## src/rtl/tow_pkg.sv

```systemverilog
package tow_pkg;
  typedef enum logic [1:0] {
    WIN_NONE  = 2'd0,
    WIN_LEFT  = 2'd1,
    WIN_RIGHT = 2'd2
  } winner_e;

  // active-low segment patterns, bit order g..a
  localparam logic [6:0] SEG_BLANK = 7'b1111111;
  localparam logic [6:0] SEG_ONE   = 7'b1111001;
  localparam logic [6:0] SEG_TWO   = 7'b0100100;

  localparam int SIDE_LEFT  = 1;
  localparam int SIDE_RIGHT = 0;
endpackage

```

## src/rtl/tow_sync.sv

```systemverilog
module tow_sync #(
  parameter int STAGES = 2
) (
  input  logic clk,
  input  logic rst,
  input  logic din,
  output logic dout
);
  logic [STAGES-1:0] chain_q;

  always_ff @(posedge clk) begin
    if (rst) chain_q <= '0;
    else     chain_q <= {chain_q[STAGES-2:0], din};
  end

  assign dout = chain_q[STAGES-1];
endmodule

```

## src/rtl/tow_press.sv

```systemverilog
module tow_press (
  input  logic clk,
  input  logic rst,
  input  logic level,
  output logic pulse
);
  logic prev_q;

  always_ff @(posedge clk) begin
    if (rst) prev_q <= 1'b0;
    else     prev_q <= level;
  end

  // high only in the first cycle of a held level
  assign pulse = level & ~prev_q;
endmodule

```

## src/rtl/tow_cell.sv

```systemverilog
module tow_cell #(
  parameter bit IS_HOME = 1'b0
) (
  input  logic clk,
  input  logic rst,
  input  logic freeze,
  input  logic nbr_left,
  input  logic nbr_right,
  input  logic mv_left,
  input  logic mv_right,
  output logic lit
);
  logic lit_d;

  always_comb begin
    lit_d = (lit & ~(mv_left | mv_right))
          | (nbr_right & mv_left)
          | (nbr_left & mv_right);
  end

  always_ff @(posedge clk) begin
    if (rst)         lit <= IS_HOME;
    else if (freeze) lit <= 1'b0;
    else             lit <= lit_d;
  end
endmodule

```

## src/rtl/tow_victory.sv

```systemverilog
module tow_victory
  import tow_pkg::*;
(
  input  logic       clk,
  input  logic       rst,
  input  logic       end_left,
  input  logic       end_right,
  input  logic       mv_left,
  input  logic       mv_right,
  output logic       frozen,
  output logic [6:0] seg_n
);
  winner_e win_q;

  always_ff @(posedge clk) begin
    if (rst) begin
      win_q <= WIN_NONE;
    end else if (win_q == WIN_NONE) begin
      if (end_left && mv_left)        win_q <= WIN_LEFT;
      else if (end_right && mv_right) win_q <= WIN_RIGHT;
    end
  end

  assign frozen = (win_q != WIN_NONE);

  always_comb begin
    unique case (win_q)
      WIN_LEFT:  seg_n = SEG_ONE;
      WIN_RIGHT: seg_n = SEG_TWO;
      default:   seg_n = SEG_BLANK;
    endcase
  end
endmodule

```

## src/rtl/tow_game.sv

```systemverilog
module tow_game #(
  parameter int N_POS       = 9,
  parameter int SYNC_STAGES = 2
) (
  input  logic             clk,
  input  logic             rst,
  input  logic             btn_left_raw,
  input  logic             btn_right_raw,
  output logic [N_POS-1:0] field,
  output logic [6:0]       seg_n
);
  import tow_pkg::*;

  localparam int HOME = N_POS / 2;

  logic [1:0]       raw;
  logic [1:0]       synced;
  logic [1:0]       press;
  logic             press_l;
  logic             press_r;
  logic             frozen;
  logic             mv_l;
  logic             mv_r;
  logic [N_POS+1:0] ext;

  assign raw[SIDE_LEFT]  = btn_left_raw;
  assign raw[SIDE_RIGHT] = btn_right_raw;

  for (genvar s = 0; s < 2; s++) begin : g_side
    tow_sync #(.STAGES(SYNC_STAGES)) u_sync (
      .clk (clk),
      .rst (rst),
      .din (raw[s]),
      .dout(synced[s])
    );
    tow_press u_press (
      .clk  (clk),
      .rst  (rst),
      .level(synced[s]),
      .pulse(press[s])
    );
  end

  assign press_l = press[SIDE_LEFT];
  assign press_r = press[SIDE_RIGHT];
  assign mv_l    = press_l & ~press_r & ~frozen;
  assign mv_r    = press_r & ~press_l & ~frozen;

  // padded row: cells beyond either end read as dark
  assign ext = {1'b0, field, 1'b0};

  for (genvar i = 0; i < N_POS; i++) begin : g_cell
    tow_cell #(.IS_HOME(i == HOME)) u_cell (
      .clk      (clk),
      .rst      (rst),
      .freeze   (frozen),
      .nbr_left (ext[i+2]),
      .nbr_right(ext[i]),
      .mv_left  (mv_l),
      .mv_right (mv_r),
      .lit      (field[i])
    );
  end

  tow_victory u_victory (
    .clk      (clk),
    .rst      (rst),
    .end_left (field[N_POS-1]),
    .end_right(field[0]),
    .mv_left  (mv_l),
    .mv_right (mv_r),
    .frozen   (frozen),
    .seg_n    (seg_n)
  );
endmodule

```

## config.mk

```make
export PLATFORM = sky130hd
export DESIGN_NAME = tow_game
export DESIGN_NICKNAME = d
export VERILOG_FILES = /design/src/rtl/tow_pkg.sv /design/src/rtl/tow_sync.sv /design/src/rtl/tow_press.sv /design/src/rtl/tow_cell.sv /design/src/rtl/tow_victory.sv /design/src/rtl/tow_game.sv
export SDC_FILE = /design/constraint.sdc
export NUM_CORES = 1
export LEC_CHECK = 0
export CAP_MARGIN = 20
export CELL_PAD_IN_SITES_DETAIL_PLACEMENT = 0
export CELL_PAD_IN_SITES_GLOBAL_PLACEMENT = 1
export CORE_MARGIN = 4
export CORE_UTILIZATION = 39
export CTS_CLUSTER_DIAMETER = 200
export DETAILED_ROUTE_END_ITERATION = 7
export GPL_TIMING_DRIVEN = 0
export PLACE_DENSITY_LB_ADDON = 0.1
export SYNTH_ARGS = -nofsm -noshare
export SYNTH_HDL_FRONTEND = slang
export SYNTH_HIERARCHICAL = 1
export SYNTH_SLANG_ARGS = --single-unit
```

## constraint.sdc

```tcl
create_clock -name clk -period 6.85 [get_ports clk]
set_input_delay 1.7125 -clock clk [delete_from_list [all_inputs] [get_ports clk]]
set_output_delay 1.7125 -clock clk [all_outputs]
set_load 0.005 [all_outputs]
```

==> results_dict.tcl <==
set metrics [dict create \
    status "complete, no violations" \
    clock.fmax_mhz 303.0 \
    clkSlewWorstSetupHoldPaths_ps 90 \
    grt_antenna_before_repair 0 \
    drt_first_iter_violations 9 \
    holdWs_ps 448.2 \
    globalRouteOverflowTotal 0 \
    finalSetupTns_ps 0 \
    multi_input_area_um2 455.4 \
    clkSinkCount 17 \
    slew_violations 0 \
    fin_crit_sh_pct 48.19 \
    first_global_vias 555 \
    routed-via-count 625 \
    gp_congestion 0.7248 \
    io_pins 20 \
    die_h_um 54.36 \
    post_cts_resized 0 \
    grt_first_pass_wirelength_um 2573 \
    vias_per_cell 4.960 \
    final_antenna_net_count 0 \
    hold_viol 0 \
    placed_cells 122 \
    crit_family "buffers and inverters" \
    num-nets-final 107 \
    seqCellArea_um2 340.3 \
    drive_above_1_share_pct 24.24 \
    cpMostUsedCell "inv_1" \
    setup_violations 0 \
    hold_path_class "reg -> reg" \
    slowest_delay_ps 480 \
    grt_util_all_layers_pct 12.31 \
    power.density_nw_per_um2 159.2 \
    maxCapViolCount 0 \
    finalClockSkew_ps 4.549 \
    avgSynthCellArea_um2 11.18 \
    arrival_ps 1590 \
    wl_um 1496 \
    max_slew_margin_pct 37.89 \
    first_pass_iters 4 \
    yosysSeqAreaShare_pct 40.60 \
    startpoint_type "flip-flop" \
    cts_buffer_depth 2 \
    fp.dieW_um 54.36 \
    layout_min_cycle_time_ps 3301 \
    die-area_um2 2955 \
    finalNonFillerCells 126 \
    core-area_um2 2002 \
    cts_root_buffer "clkbuf_4" \
    yosys_warnings 6 \
    num_rows 16 \
    grt_max_degree 20 \
    path_cells "inv_1 > ha_1 > inv_1 > buf_4 > clkdlybuf4s50_1" \
    critPathMaxFanout 4 \
    insertion_delay_ps 280 \
    syn_area_um2 838.3 \
    start_util_pct 41.87 \
    rsz0062_at_grt "false" \
    required_ps 5140 \
    place_hpwl_um 1101 \
    diodes 0 \
    wl_per_cell_um 11.87 \
    syn_inst 75 \
    hold_buffers 0 \
    leakage_nw 0.3852 \
    yosysUniqueCellTypes 18 \
    critical_path_class "reg -> out" \
    htree_levels 1 \
    drc_errors 0 \
    worstMarginPinSlew_ps 927.5 \
    cts_tree "yes" \
    crit_buf_inv 4 \
    cp-end-kind "output pin" \
    io_buffers 18 \
    peakVddDrop_mv 0.1117 \
    postCtsSetupBuffers 0 \
    area_delta_synth_final_pct 31.64 \
    cts_made_buffers 3 \
    fillers 189 \
    cpMaxStageDelayCell "clkdlybuf4s50_1" \
    ys_seq_elements 17 \
]
[final timing paths]
check	startpoint	end	slack, ps	cells past startpoint
setup / recovery	u_victory/win_q[0]$_SDFFE_PP0P_	seg_n[4]	3550	5
hold / removal	g_side[1].u_sync/chain_q[0]$_SDFF_PP0_	g_side[1].u_sync/chain_q[1]$_SDFF_PP0_	450	1
setup reg to reg	u_victory/win_q[0]$_SDFFE_PP0P_	u_victory/win_q[0]$_SDFFE_PP0P_	4540	6
hold reg to reg	g_side[1].u_sync/chain_q[0]$_SDFF_PP0_	g_side[1].u_sync/chain_q[1]$_SDFF_PP0_	450	1
[power breakdown]
part	internal, mW	switching, mW	leakage [nW]
combinational	0.0107	0.00849	0.232
sequential	0.102	0.00230	0.138
clock	0.0226	0.0296	0.0150
[registers in the layout, indices dropped and copies added, names as in the netlist]
register / flops
g_cell.u_cell/lit: 9
g_side.u_press/prev_q: 2
g_side.u_sync/chain_q: 4
u_victory/win_q: 2
[final cells by class]
cell class | count | area share, %
Multi-Input combinational cell | 48 | 41.27
Clock buffer | 4 | 2.381
Sequential cell | 17 | 30.84
Buffer | 4 | 2.721
Tap cell | 27 | 3.061
Timing Repair Buffer | 19 | 17.35
Inverter | 7 | 2.381
[routing by layer]
layer | vias to the layer above | track usage (%) | part of all wire, %
li1 | 325 | - | -
met1 | 284 | 15.21 | 48
met2 | 14 | 18.92 | 46
met3 | 2 | 3.270 | 4.7
met4 | 0 | 7.469 | 0.67
met5 | - | 0 | 0
[synth_stat cells]
library cell	instances	area [um^2]
dfxtp_1	17	340.3
a22oi_1	9	67.56
a211oi_2	8	100.1
or3b_1	8	70.07
inv_1	7	26.28
buf_4	4	30.03
nor2b_1	4	25.02
nor2b_4	4	55.05
ha_1	3	37.54
conb_1	2	7.510
nor3b_1	2	15.01
a31oi_1	1	6.260
and3_4	1	11.26
nand4b_1	1	8.760
o211ai_1	1	7.510
o21a_1	1	7.510
o31ai_2	1	12.51
or4b_1	1	10.01
[cell families (layout without fill, tap and decap cells)]
family / Yosys count / count (layout) / share of synthesized area [%]
DFF: 17 / 17 / 40.60
AOI/OAI and AO/OA: 21 / 21 / 24.03
and+or+nand+nor: 21 / 21 / 23.28
other: 2 / 3 / 0.8959
buffers and inverters: 11 / 34 / 6.717
adders and majority gates: 3 / 3 / 4.478
[worst reg2reg max path, cell delays in order (launching register included)]
cell     delay, ps
dfxtp_1        320
inv_1          110
ha_1           230
inv_1          260
nor3b_2        850
and3_4         340
o31ai_2         60
[layout by cell type (no fill, tap or decap), drive strengths merged, types with 4 or more instances in the layout]
cell,Yosys,layout
dfxtp,17,17
buf,4,5
clkdlybuf4s50,0,18
or3b,8,8
a211oi,8,8
a22oi,9,9
nor2b,8,8
inv,7,7
clkbuf,0,4
[through the flow]
step | area [um^2] | worst slack, ps | power, mW | utilization, %
floorplan | 842.1 | 4357 | 0.1158 | -
global placement | 1056 | 3576 | 0.1249 | 52.75
detailed placement | 1077 | 3591 | 0.1261 | 53.81
CTS | 1104 | 3510 | 0.1802 | 55.13
global route | 1104 | 3456 | 0.1848 | 55.13
finish | 1104 | 3549 | 0.1757 | 55.13
(Power assumes the default switching activity.)
